[config.mk]
export PLATFORM = sky130hd
export DESIGN_NAME = brdelay_unit
export DESIGN_NICKNAME = d
export VERILOG_FILES = /design/src/rtl/brdelay_pkg.sv /design/src/rtl/brdelay_decode.sv /design/src/rtl/brdelay_cond.sv /design/src/rtl/brdelay_addr.sv /design/src/rtl/brdelay_unit.sv
export SDC_FILE = /design/constraint.sdc
export NUM_CORES = 1
export LEC_CHECK = 0
export BUFFER_PORTS_ARGS = -buffer_cell sky130_fd_sc_hd__clkbuf_2
export CORE_ASPECT_RATIO = 1.2
export CORE_MARGIN = 3
export CORE_UTILIZATION = 54
export DETAILED_ROUTE_END_ITERATION = 7
export PLACE_DENSITY_LB_ADDON = 0.05
export SYNTH_ARGS = -nofsm -noshare
export SYNTH_HDL_FRONTEND = slang
export SYNTH_SLANG_ARGS = --single-unit
[constraint.sdc]
create_clock -name clk -period 3.8 [get_ports clk]
set_input_delay 0.38 -clock clk [delete_from_list [all_inputs] [get_ports clk]]
set_output_delay 0.38 -clock clk [all_outputs]
set_load 0.01 [all_outputs]
[src/rtl/brdelay_pkg.sv]
package brdelay_pkg;
    parameter int unsigned XLEN   = 32;
    parameter int unsigned REG_W  = 5;
    parameter int unsigned OFF_W  = 16;
    parameter int unsigned OP_W   = 6;
    localparam int unsigned EXT_W = XLEN - OFF_W - 2;

    localparam logic [OP_W-1:0]  OP_EQ_LIKELY = 6'b010100;
    localparam logic [OP_W-1:0]  OP_REGIMM    = 6'b000001;
    localparam logic [REG_W-1:0] SUB_GEZ      = 5'b00001;
    localparam logic [REG_W-1:0] SUB_GEZ_LINK = 5'b10001;
    localparam logic [REG_W-1:0] LINK_IDX     = 5'd31;

    typedef enum logic [1:0] {
        BR_NONE,
        BR_EQL,
        BR_GEZ,
        BR_GEZAL
    } br_kind_e;

    typedef struct packed {
        logic             valid;
        logic             taken;
        logic             nullify;
        logic             link_we;
        logic             illegal;
        logic [XLEN-1:0]  target;
        logic [XLEN-1:0]  link_val;
        logic [REG_W-1:0] link_idx;
        logic             slot;
    } unit_state_t;
endpackage

[src/rtl/brdelay_decode.sv]
module brdelay_decode
    import brdelay_pkg::*;
(
    input  logic [XLEN-1:0]  instr,
    output br_kind_e         kind,
    output logic [REG_W-1:0] rs_idx,
    output logic [OFF_W-1:0] offset
);
    localparam int unsigned OP_LO = XLEN - OP_W;
    localparam int unsigned RS_LO = OP_LO - REG_W;
    localparam int unsigned RT_LO = RS_LO - REG_W;

    logic [OP_W-1:0]  opcode;
    logic [REG_W-1:0] rt_field;

    always_comb begin
        opcode   = instr[XLEN-1:OP_LO];
        rs_idx   = instr[OP_LO-1:RS_LO];
        rt_field = instr[RS_LO-1:RT_LO];
        offset   = instr[OFF_W-1:0];
        kind     = BR_NONE;
        if (opcode == OP_EQ_LIKELY) begin
            kind = BR_EQL;
        end else if (opcode == OP_REGIMM) begin
            if (rt_field == SUB_GEZ)           kind = BR_GEZ;
            else if (rt_field == SUB_GEZ_LINK) kind = BR_GEZAL;
        end
    end
endmodule

[src/rtl/brdelay_cond.sv]
module brdelay_cond
    import brdelay_pkg::*;
#(
    parameter int unsigned LANE_W = 8
) (
    input  br_kind_e        kind,
    input  logic [XLEN-1:0] rs_val,
    input  logic [XLEN-1:0] rt_val,
    output logic            cond
);
    localparam int unsigned LANES = XLEN / LANE_W;

    logic [LANES-1:0] lane_eq;

    for (genvar g = 0; g < LANES; g++) begin : g_lane
        assign lane_eq[g] = (rs_val[g*LANE_W +: LANE_W] == rt_val[g*LANE_W +: LANE_W]);
    end

    always_comb begin
        unique case (kind)
            BR_EQL:          cond = &lane_eq;
            BR_GEZ, BR_GEZAL: cond = ~rs_val[XLEN-1];
            default:         cond = 1'b0;
        endcase
    end
endmodule

[src/rtl/brdelay_addr.sv]
module brdelay_addr
    import brdelay_pkg::*;
(
    input  logic [XLEN-1:0]  pc,
    input  logic [OFF_W-1:0] offset,
    output logic [XLEN-1:0]  target,
    output logic [XLEN-1:0]  link_val
);
    logic [XLEN-1:0] slot_pc;
    logic [XLEN-1:0] disp;

    always_comb begin
        slot_pc  = pc + XLEN'(4);
        disp     = {{EXT_W{offset[OFF_W-1]}}, offset, 2'b00};
        target   = slot_pc + disp;
        link_val = pc + XLEN'(8);
    end
endmodule

[src/rtl/brdelay_unit.sv]
module brdelay_unit
    import brdelay_pkg::*;
#(
    parameter int unsigned CMP_LANE_W = 8
) (
    input  logic                    clk,
    input  logic                    rst_n,
    input  logic                    in_valid,
    input  logic [XLEN-1:0]         in_instr,
    input  logic [XLEN-1:0]         in_pc,
    input  logic [XLEN-1:0]         in_rs_val,
    input  logic [XLEN-1:0]         in_rt_val,
    output logic                    out_valid,
    output logic                    out_taken,
    output logic [XLEN-1:0]         out_target,
    output logic                    out_nullify,
    output logic                    out_link_we,
    output logic [REG_W-1:0]        out_link_idx,
    output logic [XLEN-1:0]         out_link_val,
    output logic                    out_illegal
);
    br_kind_e         kind;
    logic [REG_W-1:0] rs_idx;
    logic [OFF_W-1:0] offset;
    logic             cond;
    logic [XLEN-1:0]  tgt;
    logic [XLEN-1:0]  ret_addr;
    logic             bad_place;
    unit_state_t      st_d, st_q;

    brdelay_decode u_decode (
        .instr  (in_instr),
        .kind   (kind),
        .rs_idx (rs_idx),
        .offset (offset)
    );

    brdelay_cond #(.LANE_W(CMP_LANE_W)) u_cond (
        .kind   (kind),
        .rs_val (in_rs_val),
        .rt_val (in_rt_val),
        .cond   (cond)
    );

    brdelay_addr u_addr (
        .pc       (in_pc),
        .offset   (offset),
        .target   (tgt),
        .link_val (ret_addr)
    );

    always_comb begin
        bad_place = st_q.slot || (kind == BR_GEZAL && rs_idx == LINK_IDX);
        st_d      = '0;
        st_d.slot = st_q.slot;
        if (in_valid) begin
            st_d.valid = 1'b1;
            st_d.slot  = 1'b0;
            if (kind != BR_NONE) begin
                if (bad_place) begin
                    st_d.illegal = 1'b1;
                end else begin
                    st_d.target  = tgt;
                    st_d.taken   = cond;
                    st_d.nullify = (kind == BR_EQL) && !cond;
                    st_d.slot    = 1'b1;
                    if (kind == BR_GEZAL) begin
                        st_d.link_we  = 1'b1;
                        st_d.link_val = ret_addr;
                        st_d.link_idx = LINK_IDX;
                    end
                end
            end
        end
    end

    always_ff @(posedge clk) begin
        if (!rst_n) st_q <= '0;
        else        st_q <= st_d;
    end

    assign out_valid    = st_q.valid;
    assign out_taken    = st_q.taken;
    assign out_target   = st_q.target;
    assign out_nullify  = st_q.nullify;
    assign out_link_we  = st_q.link_we;
    assign out_link_idx = st_q.link_idx;
    assign out_link_val = st_q.link_val;
    assign out_illegal  = st_q.illegal;
endmodule

==> results of run 1 <==
==> cells in the final DEF, fill, tap and decap left out, types with 2 or more instances in the layout <==
| cell | synthesis | routed |
|---|---|---|
| nand2_1 | 34 | 34 |
| o21bai_1 | 2 | 2 |
| nor4_1 | 8 | 8 |
| and2_1 | 5 | 5 |
| and3_1 | 11 | 11 |
| o31ai_1 | 2 | 2 |
| inv_1 | 15 | 15 |
| nor2_1 | 77 | 77 |
| clkbuf_8 | 0 | 9 |
| nor2b_1 | 3 | 3 |
| nor4_2 | 2 | 2 |
| a31oi_1 | 4 | 4 |
| a21oi_2 | 4 | 4 |
| o21ai_1 | 5 | 5 |
| o21ai_0 | 11 | 11 |
| dfxtp_1 | 70 | 70 |
| nor3_1 | 4 | 4 |
| clkbuf_1 | 6 | 3 |
| a21boi_1 | 3 | 3 |
| o21ai_2 | 2 | 2 |
| a21o_1 | 8 | 8 |
| nand4_1 | 16 | 16 |
| nand3_1 | 26 | 26 |
| and4_1 | 2 | 2 |
| clkbuf_2 | 0 | 204 |
| a21oi_1 | 33 | 33 |
| o211ai_1 | 5 | 5 |
| o21a_1 | 5 | 5 |
| xnor2_1 | 24 | 24 |
| nand2b_1 | 3 | 3 |
| nor2_2 | 4 | 4 |
| bufinv_16 | 0 | 3 |
| a211oi_1 | 3 | 3 |
| and4_4 | 2 | 2 |
| xor2_1 | 60 | 60 |
| ha_1 | 58 | 58 |
==> sequential cells by signal, summed over array words and instances (netlist names) <==
signal        flops
out_link_val     32
out_target       32
out_illegal       1
out_link_idx      1
out_nullify       1
out_taken         1
out_valid         1
st_q              1
==> logic make-up (layout without fill, tap and decap cells) <==
family	count (synthesis)	count (layout)
AO/OA/AOI/OAI	94	94
XOR/XNOR	84	84
adder cells (fa/ha/maj)	59	59
buffers and inverters	104	236
flip-flops	70	70
multiplexers	1	1
AND/OR/NAND/NOR	207	207
==> cells in the mapped netlist (3+ instances only) <==
cell / count
nand4_1: 16
nor4_1: 8
o21a_1: 5
nor3_1: 4
and2_1: 5
inv_1: 15
nor2_2: 4
dfxtp_1: 70
a211oi_1: 3
buf_6: 6
a21boi_1: 3
o21ai_1: 5
buf_2: 4
xor2_1: 60
a31oi_1: 4
nand2_1: 34
nor2_1: 77
nand3_1: 26
o211ai_1: 5
nor2b_1: 3
buf_4: 72
a21oi_1: 33
clkbuf_1: 6
o21ai_0: 11
and3_1: 11
nand2b_1: 3
ha_1: 58
xnor2_1: 24
a21o_1: 8
a21oi_2: 4
==> routing by layer <==
layer	global-route usage, %	share of wire, %	up-vias
li1	-	-	2317
met1	29.4	43	2053
met2	39.3	48	186
met3	5.26	7.6	10
met4	6.55	1.1	0
met5	0	0	-
==> worst reg2reg max path, stage by stage, from the launching register on <==
cell	delay, ns
dfxtp_1	0.38
nor2_1	0.11
nand4_1	0.10
buf_4	0.31
inv_1	0.10
and2_1	0.16
==> worst max path at each step <==
stage                     depth (start not counted)  slack [ns]                         to
after detailed placement                         11        0.88  out_target[23]$_SDFF_PP0_
final                                            11        1.21  out_target[29]$_SDFF_PP0_
after global placement                           11        0.94  out_target[23]$_SDFF_PP0_
after floorplan                                  10        1.24  out_target[23]$_SDFF_PP0_
after global routing                             11        1.14  out_target[29]$_SDFF_PP0_
after CTS                                        11        1.25  out_target[23]$_SDFF_PP0_
==> where the power goes <==
| part | switching (mW) | total (mW) | leakage (nW) | internal, mW |
|---|---|---|---|---|
| Sequential | 0.000509 | 0.735 | 0.564 | 0.735 |
| Clock | 0.272 | 0.708 | 0.115 | 0.436 |
| Combinational | 0.318 | 0.566 | 2.29 | 0.248 |
==> through the flow <==
| step | instances | util, % |
|---|---|---|
| 3_5_place_dp | 855 | 62.4 |
| 2_1_floorplan | 619 | - |
| 3_3_place_gp | 855 | 62.4 |
| 5_1_grt | 871 | 64.8 |
| 6_report | 871 | 64.8 |
| 4_1_cts | 871 | 64.8 |
==> area by class of cell <==
class	instances	area share, %
sequential	70	23.3
clock inverter	4	1.58
inverter	15	0.937
multi-input combinational	445	52.3
tap	120	2.50
clock buffer	12	2.25
timing repair buffer	205	17.1
==> impl_metrics.tcl, run 1 <==
set metrics [dict create \
    status "finished clean" \
    period_share_pct 68.2 \
    dp_hpwl_mm 10.5 \
    grt_usage_pct 23.3 \
    synth-edff-count 0 \
    fmax_mhz 386 \
    crit_start "in_pc[3]" \
    die_y_um 114 \
    crit_fanout 5 \
    setup_slack_ns 1.21 \
    synth-seq-cells 70 \
    tns_ns 0 \
    grt_overflow 0 \
    finalWirelength_mm 12.6 \
    yosys.area.top_type "dfxtp_1" \
    drc_errors 0 \
    netlist-cell-type-count 56 \
    drt-initial-drc-count 171 \
    rows 38 \
    p_total_mw 2.01 \
    setup_viol 0 \
    r2r-end "out_link_val[4]$_SDFF_PP0_" \
    post_drt_wl_per_cell_um 14.5 \
    grt_setup_unrepaired "false" \
    cp_num_buf_inv 1 \
    detail_route.first_pass.iterations 4 \
    synth_simple_gate_area_share_pct 19.5 \
    path_cells "clkbuf_2 > ha_1 > ha_1 > fa_1 > a21o_1 > and4_4 > o21ai_2 > nand4_1 > a211oi_1 > xor2_1 > nor2_1" \
    numCtsBuffers 9 \
    grt_max_degree 33 \
    yosys_warnings 0 \
    drv_slew 0 \
    synth_compound_area_share_pct 11.8 \
    startpoint_type "primary input" \
    io_pins 205 \
    crit_required_ns 4.02 \
    syn_area_per_cell_sq_um 8.51 \
    r2r_start "st_q[0]$_SDFFE_PN0P_" \
    clkTransAtPathRegs_ns 0.07 \
    muxShareOfSynthArea_pct 0.214 \
    critPathMaxStageDelay_ns 0.41 \
    antennaDiodeCount 0 \
    endpoint_kind "flip-flop" \
    r2r_cells 5 \
    clkLatencyLatePin_ns 0.34 \
    clock_path_buffers 2 \
    hold_path_class "in -> reg" \
    fillers 852 \
    cp_slowest_cell "fa_1" \
    post-cts-setup-buffers 0 \
    final_area_sq_um 6010 \
    hold_ws_ns 0.262 \
    via_count 4566 \
    vdd_drop_max_mv 0.214 \
    min_path_cells 2 \
    placed_area_sq_um 5780 \
    crit_arrival_ns 2.81 \
    finalHoldViolCount 0 \
    die_w_um 96.2 \
    core_area_sq_um 9270 \
    cts_root_buf "clkbuf_8" \
    seq_area_sq_um 1400 \
    synthToLayoutAreaGrowth_pct 14.1 \
    min_from "in_pc[3]" \
    h-tree-depth 3 \
    die-area_sq_um 11000 \
    via_per_inst 5.24 \
    critPathKind "in -> reg" \
    path_common_cell "ha_1" \
    antenna_found_initial 0 \
    multi_input_area_sq_um 3150 \
    syn_area_sq_um 5270 \
    worst_pin_slew_ns 0.629 \
    synth-seq-area-share_pct 26.6 \
    gp_congestion 0.878 \
    cts_tree "yes" \
    r2r_slack_ns 2.54 \
    p_leak_nw 2.97 \
    cap_violations 0 \
    clock_sinks 70 \
    final_antenna_net_count 0 \
    synth_fp_nets 809 \
    cts-resized-gates 0 \
    min_period_ns 2.59 \
    maxSlewHeadroom_pct 57.7 \
    postSynth.asyncResetShare_pct 0 \
    grt_pass1_vias 4487 \
    cp_top_family "adder cells" \
    synth_area_leaders "dfxtp_1 27%, ha_1 14%, buf_4 10%" \
    synth_top_family_by_area "simple AND/OR/NAND/NOR gates" \
    synth_top_area_share_pct 26.6 \
    whs_endpoint "out_link_val[3]$_SDFF_PP0_" \
    initial_core_util_pct 56.8 \
    synthAdderAreaFrac_pct 14.2 \
    clock_skew_ns 0.0102 \
    synth-xor-area-share_pct 14.0 \
    grt_pass1_wl_mm 20.3 \
    syn_inst 619 \
    nNetsFinal 936 \
    layout-drive-gt1-share_pct 32.0 \
    placement.io_buffers 204 \
    dp_slack_ns 0.884 \
    ys.flop_type "dfxtp_1" \
    cts_hold_buf 0 \
    p_per_area_nw_per_um2 334 \
]
Note: power is estimated with default switching activity, not from simulation.
==> run 2: changes to the inputs <==
CORE_UTILIZATION = 50   (was 54)
clock period = 2.7 ns   (was 3.8 ns; I/O delays follow)
==> run 2 against run 1 <==
Design area is 3.1% higher. Critical path depth stayed put. Hold slack worse by 0.10 ns. Combinational power is 46% higher. Worst setup slack worse by 0.94 ns. Wire length is 1.3% higher. Via count is 0.85% lower. Cell count is 2.3% higher. Clock power is 69% higher. Critical path type unchanged. Critical endpoint unchanged. Largest cell class unchanged. Highest routed layer unchanged.
==> impl_metrics.tcl, run 2 (synthesis results as in run 1) <==
set metrics [dict create \
    status "finished clean" \
    cts_hold_buf 0 \
    die-area_sq_um 11800 \
    finalWirelength_mm 12.8 \
    core_area_sq_um 10200 \
    grt_setup_unrepaired "false" \
    clock_path_buffers 2 \
    drc_errors 0 \
    dp_hpwl_mm 10.7 \
    startpoint_type "primary input" \
    antenna_found_initial 0 \
    h-tree-depth 3 \
    endpoint_kind "flip-flop" \
    layout-drive-gt1-share_pct 33.3 \
    worst_pin_slew_ns 0.434 \
    post_drt_wl_per_cell_um 14.4 \
    grt_overflow 0 \
    placement.io_buffers 204 \
    placed_area_sq_um 5890 \
    synthToLayoutAreaGrowth_pct 17.6 \
    gp_congestion 0.904 \
    maxSlewHeadroom_pct 71.0 \
    via_count 4527 \
    grt_usage_pct 21.7 \
    p_leak_nw 3.07 \
    antennaDiodeCount 0 \
    grt_pass1_vias 4550 \
    tns_ns 0 \
    drv_slew 0 \
    nNetsFinal 950 \
    crit_fanout 4 \
    p_per_area_nw_per_um2 495 \
    die_w_um 99.7 \
    hold_path_class "in -> reg" \
    grt_pass1_wl_mm 20.8 \
    finalHoldViolCount 0 \
    rows 40 \
    via_per_inst 5.08 \
    final_area_sq_um 6200 \
    layout_commonest_cell "clkbuf_2" \
    clock_skew_ns 0.00748 \
    final_antenna_net_count 0 \
    clock_sinks 70 \
    cts_tree "yes" \
    fmax_mhz 412 \
    die_y_um 118 \
    final_cell_mix "204 x clkbuf_2, 77 x nor2_1, 70 x dfxtp_1, 60 x xor2_1, 58 x ha_1" \
    cap_violations 0 \
    clkTransAtPathRegs_ns 0.06 \
    io_pins 205 \
    cts-resized-gates 0 \
    drt-initial-drc-count 147 \
    post-cts-setup-buffers 0 \
    grt_max_degree 33 \
    cts_root_buf "clkbuf_16" \
    vdd_drop_max_mv 0.301 \
    detail_route.first_pass.iterations 4 \
    crit_required_ns 2.91 \
    clkLatencyLatePin_ns 0.33 \
    min_period_ns 2.43 \
    numCtsBuffers 9 \
    period_share_pct 90.0 \
    critPathKind "in -> reg" \
    setup_viol 0 \
    initial_core_util_pct 51.9 \
    crit_arrival_ns 2.64 \
]
[run 2: critical path, cell delays in order]
cell      delay, ns
clkbuf_2       0.09
ha_1           0.29
ha_1           0.23
fa_1           0.41
a21o_1         0.21
and4_4         0.20
o21ai_2        0.26
nand4_1        0.15
a211oi_1       0.32
xor2_1         0.17
nor2_1         0.05
[run 2: worst paths after layout]
path,startpoint,to,slack [ns],depth (start not counted)
hold reg to reg,st_q[0]$_SDFFE_PN0P_,st_q[0]$_SDFFE_PN0P_,0.52,2
hold / removal,in_pc[1],out_link_val[1]$_SDFF_PP0_,0.16,3
setup reg to reg,st_q[0]$_SDFFE_PN0P_,out_link_val[4]$_SDFF_PP0_,1.45,5
setup / recovery,in_instr[1],out_target[29]$_SDFF_PP0_,0.27,11
[run 2: per-stage QoR]
step	utilization (%)	hold slack [ns]	total power [mW]	std cells	worst slack [ns]
global placement	58.0	0.489	1.87	875	-0.0231
floorplan	-	0.342	1.63	619	0.251
global route	61.0	0.180	3.22	891	0.159
detailed placement	58.0	0.498	1.88	875	-0.0627
CTS	61.0	0.155	3.08	891	0.282
finish	61.0	0.159	3.07	891	0.271
[run 2: area by class of cell]
type,count,area [sq um]
fillers,948,3960
multi-input cells,445,3150
flip-flops and latches,70,1400
repair buffers,219,1130
clock buffers,13,260
well taps,126,158
inverters,15,56.3
clock inverters,3,42.5
[run 2: routing by layer]
metal | share of wire, % | global-route usage [%]
met1 | 45 | 27.7
met2 | 47 | 36.5
met3 | 7.0 | 4.43
met4 | 1.5 | 6.23
met5 | 0 | 0
[run 2: power breakdown]
group	switching, mW	internal (mW)	total, mW	leakage [nW]
clock	0.437	0.764	1.20	0.146
combinational	0.453	0.376	0.829	2.36
sequential	0.000728	1.04	1.04	0.564
==> run 3: changes to the inputs <==
REMOVE_ABC_BUFFERS = 1   (was default)
==> run 3 against run 2 <==
Total power increased by 4.0%. Global-route usage about the same. Register-to-register slack got worse by 0.05 ns. Hold slack got worse by 0.0089 ns. Sequential power about the same. Via count increased by 2.5%. Cell count increased by 0.45%. Worst setup slack improved by 0.056 ns. Wire length increased by 1.8%. Largest power group unchanged. Sequential cell count unchanged. Clock skew decreased by 0.0023 ns.
==> impl_metrics.tcl, run 3 (synthesis results as in run 1) <==
set metrics [dict create \
    vdd_drop_max_mv 0.359 \
    via_count 4640 \
    clock_path_buffers 2 \
    rows 40 \
    clkLatencyLatePin_ns 0.34 \
    die_w_um 99.7 \
    setup_slack_ns 0.327 \
    crit_arrival_ns 2.59 \
    layout_commonest_cell "clkbuf_2" \
    grt_setup_unrepaired "false" \
    grt_pass1_wl_mm 20.7 \
    status "finished clean" \
    cap_violations 0 \
    drc_errors 0 \
    drv_slew 0 \
    finalWirelength_mm 13.0 \
    min_from "in_pc[0]" \
    utilization_pct 61.6 \
    post-cts-setup-buffers 0 \
    via_per_inst 5.18 \
    r2r_start "st_q[0]$_SDFFE_PN0P_" \
    p_leak_nw 3.10 \
    crit_required_ns 2.92 \
    endpoint_kind "flip-flop" \
    grt_pass1_vias 4452 \
    die_y_um 118 \
    finalHoldViolCount 0 \
    p_total_mw 3.19 \
    crit_fanout 4 \
    whs_endpoint "out_target[0]$_SDFF_PP0_" \
    grt_overflow 0 \
    startpoint_type "primary input" \
    cts_tree "yes" \
    placement.io_buffers 204 \
    dp_hpwl_mm 10.9 \
    clkTransAtPathRegs_ns 0.06 \
    synthToLayoutAreaGrowth_pct 18.7 \
    nNetsFinal 954 \
    grt_usage_pct 21.7 \
    numCtsBuffers 9 \
    min_period_ns 2.37 \
    antennaDiodeCount 0 \
    r2r_slack_ns 1.40 \
    grt_util_met1_pct 24.6 \
    gp_congestion 0.871 \
    min_path_cells 3 \
    die-area_sq_um 11800 \
    maxSlewHeadroom_pct 66.6 \
    final_cell_mix "204 x clkbuf_2, 77 x nor2_1, 70 x dfxtp_1, 60 x xor2_1, 58 x ha_1" \
    detail_route.first_pass.iterations 4 \
    grt-busiest-layer "met2" \
    dp_slack_ns -0.0400 \
    setup_viol 0 \
    critPathKind "in -> reg" \
    h-tree-depth 3 \
    p_per_area_nw_per_um2 510 \
    final_antenna_net_count 0 \
    initial_core_util_pct 51.9 \
    cts-resized-gates 0 \
    r2r-end "out_nullify$_SDFF_PP0_" \
    cts_root_buf "clkbuf_16" \
    io_pins 205 \
    core_area_sq_um 10200 \
    grt_use_met2_pct 38.6 \
    post_drt_wl_per_cell_um 14.6 \
    clock_sinks 70 \
    fmax_mhz 421 \
    grt_max_degree 33 \
    hold_path_class "in -> reg" \
    grt.met3_usage_pct 6.08 \
    worst_pin_slew_ns 0.499 \
    antenna_found_initial 0 \
    clock_skew_ns 0.00520 \
    r2r_cells 3 \
    cts_hold_buf 0 \
    layout-drive-gt1-share_pct 33.9 \
    drt-initial-drc-count 152 \
    period_share_pct 87.9 \
]
## run 3: cell types whose count changed in the layout (fill, tap and decap cells not counted)
cell,before,now
bufinv_16,1,2
clkinv_2,1,0
inv_8,0,1
clkbuf_8,2,0
clkbuf_1,2,0
inv_6,0,2
clkinv_4,0,1
buf_4,15,19
## run 3: how the worst max path moves through the flow
stage / from / to / slack [ns] / cells after the start
2_1_floorplan: in_instr[1] / out_target[23]$_SDFF_PP0_ / 0.24 / 10
3_3_place_gp: in_pc[3] / out_target[23]$_SDFF_PP0_ / -0.007 / 11
3_5_place_dp: in_pc[3] / out_target[23]$_SDFF_PP0_ / -0.04 / 11
4_1_cts: in_pc[3] / out_target[23]$_SDFF_PP0_ / 0.31 / 11
5_1_grt: in_pc[3] / out_target[23]$_SDFF_PP0_ / 0.18 / 11
6_report: in_pc[3] / out_target[23]$_SDFF_PP0_ / 0.33 / 11
## run 3: metrics by stage
| stage | hold slack, ns | setup TNS (ns) | area (sq um) | std cells |
|---|---|---|---|---|
| after global routing | 0.153 | 0 | 6250 | 895 |
| after CTS | 0.144 | 0 | 6250 | 895 |
| final | 0.150 | 0 | 6250 | 895 |
| after detailed placement | 0.502 | -0.0639 | 5920 | 879 |
| after global placement | 0.498 | -0.00747 | 5920 | 879 |
| after floorplan | 0.342 | 0 | 4600 | 530 |
## run 3: critical path, cell delays in order
cell and delay, ns:
clkbuf_2 0.10, ha_1 0.27, ha_1 0.23, fa_1 0.40, a21o_1 0.21, and4_4 0.19, o21ai_2 0.25, a311oi_4 0.17
o31ai_1 0.26, xor2_1 0.21, nor2_2 0.04
## run 3: area by class of cell
cell class              count  area (sq um)
repair buffers            223          1160
fillers                   942          3910
inverters                  15          56.3
well taps                 126           158
flip-flops and latches     70          1400
clock inverters             7           105
clock buffers               9           225
multi-input cells         445          3150
## run 3: where the power goes
| part | switching (mW) | internal, mW |
|---|---|---|
| clock network | 0.493 | 0.823 |
| logic | 0.453 | 0.386 |
| registers | 0.000656 | 1.03 |
| total | 0.947 | 2.24 |
## run 3: per-layer routing
metal / vias to the layer above / part of all wire, %
li1: 2359 / -
met1: 2095 / 40
met3: 24 / 7.1
met5: - / 0
met4: 0 / 2.3
met2: 162 / 51
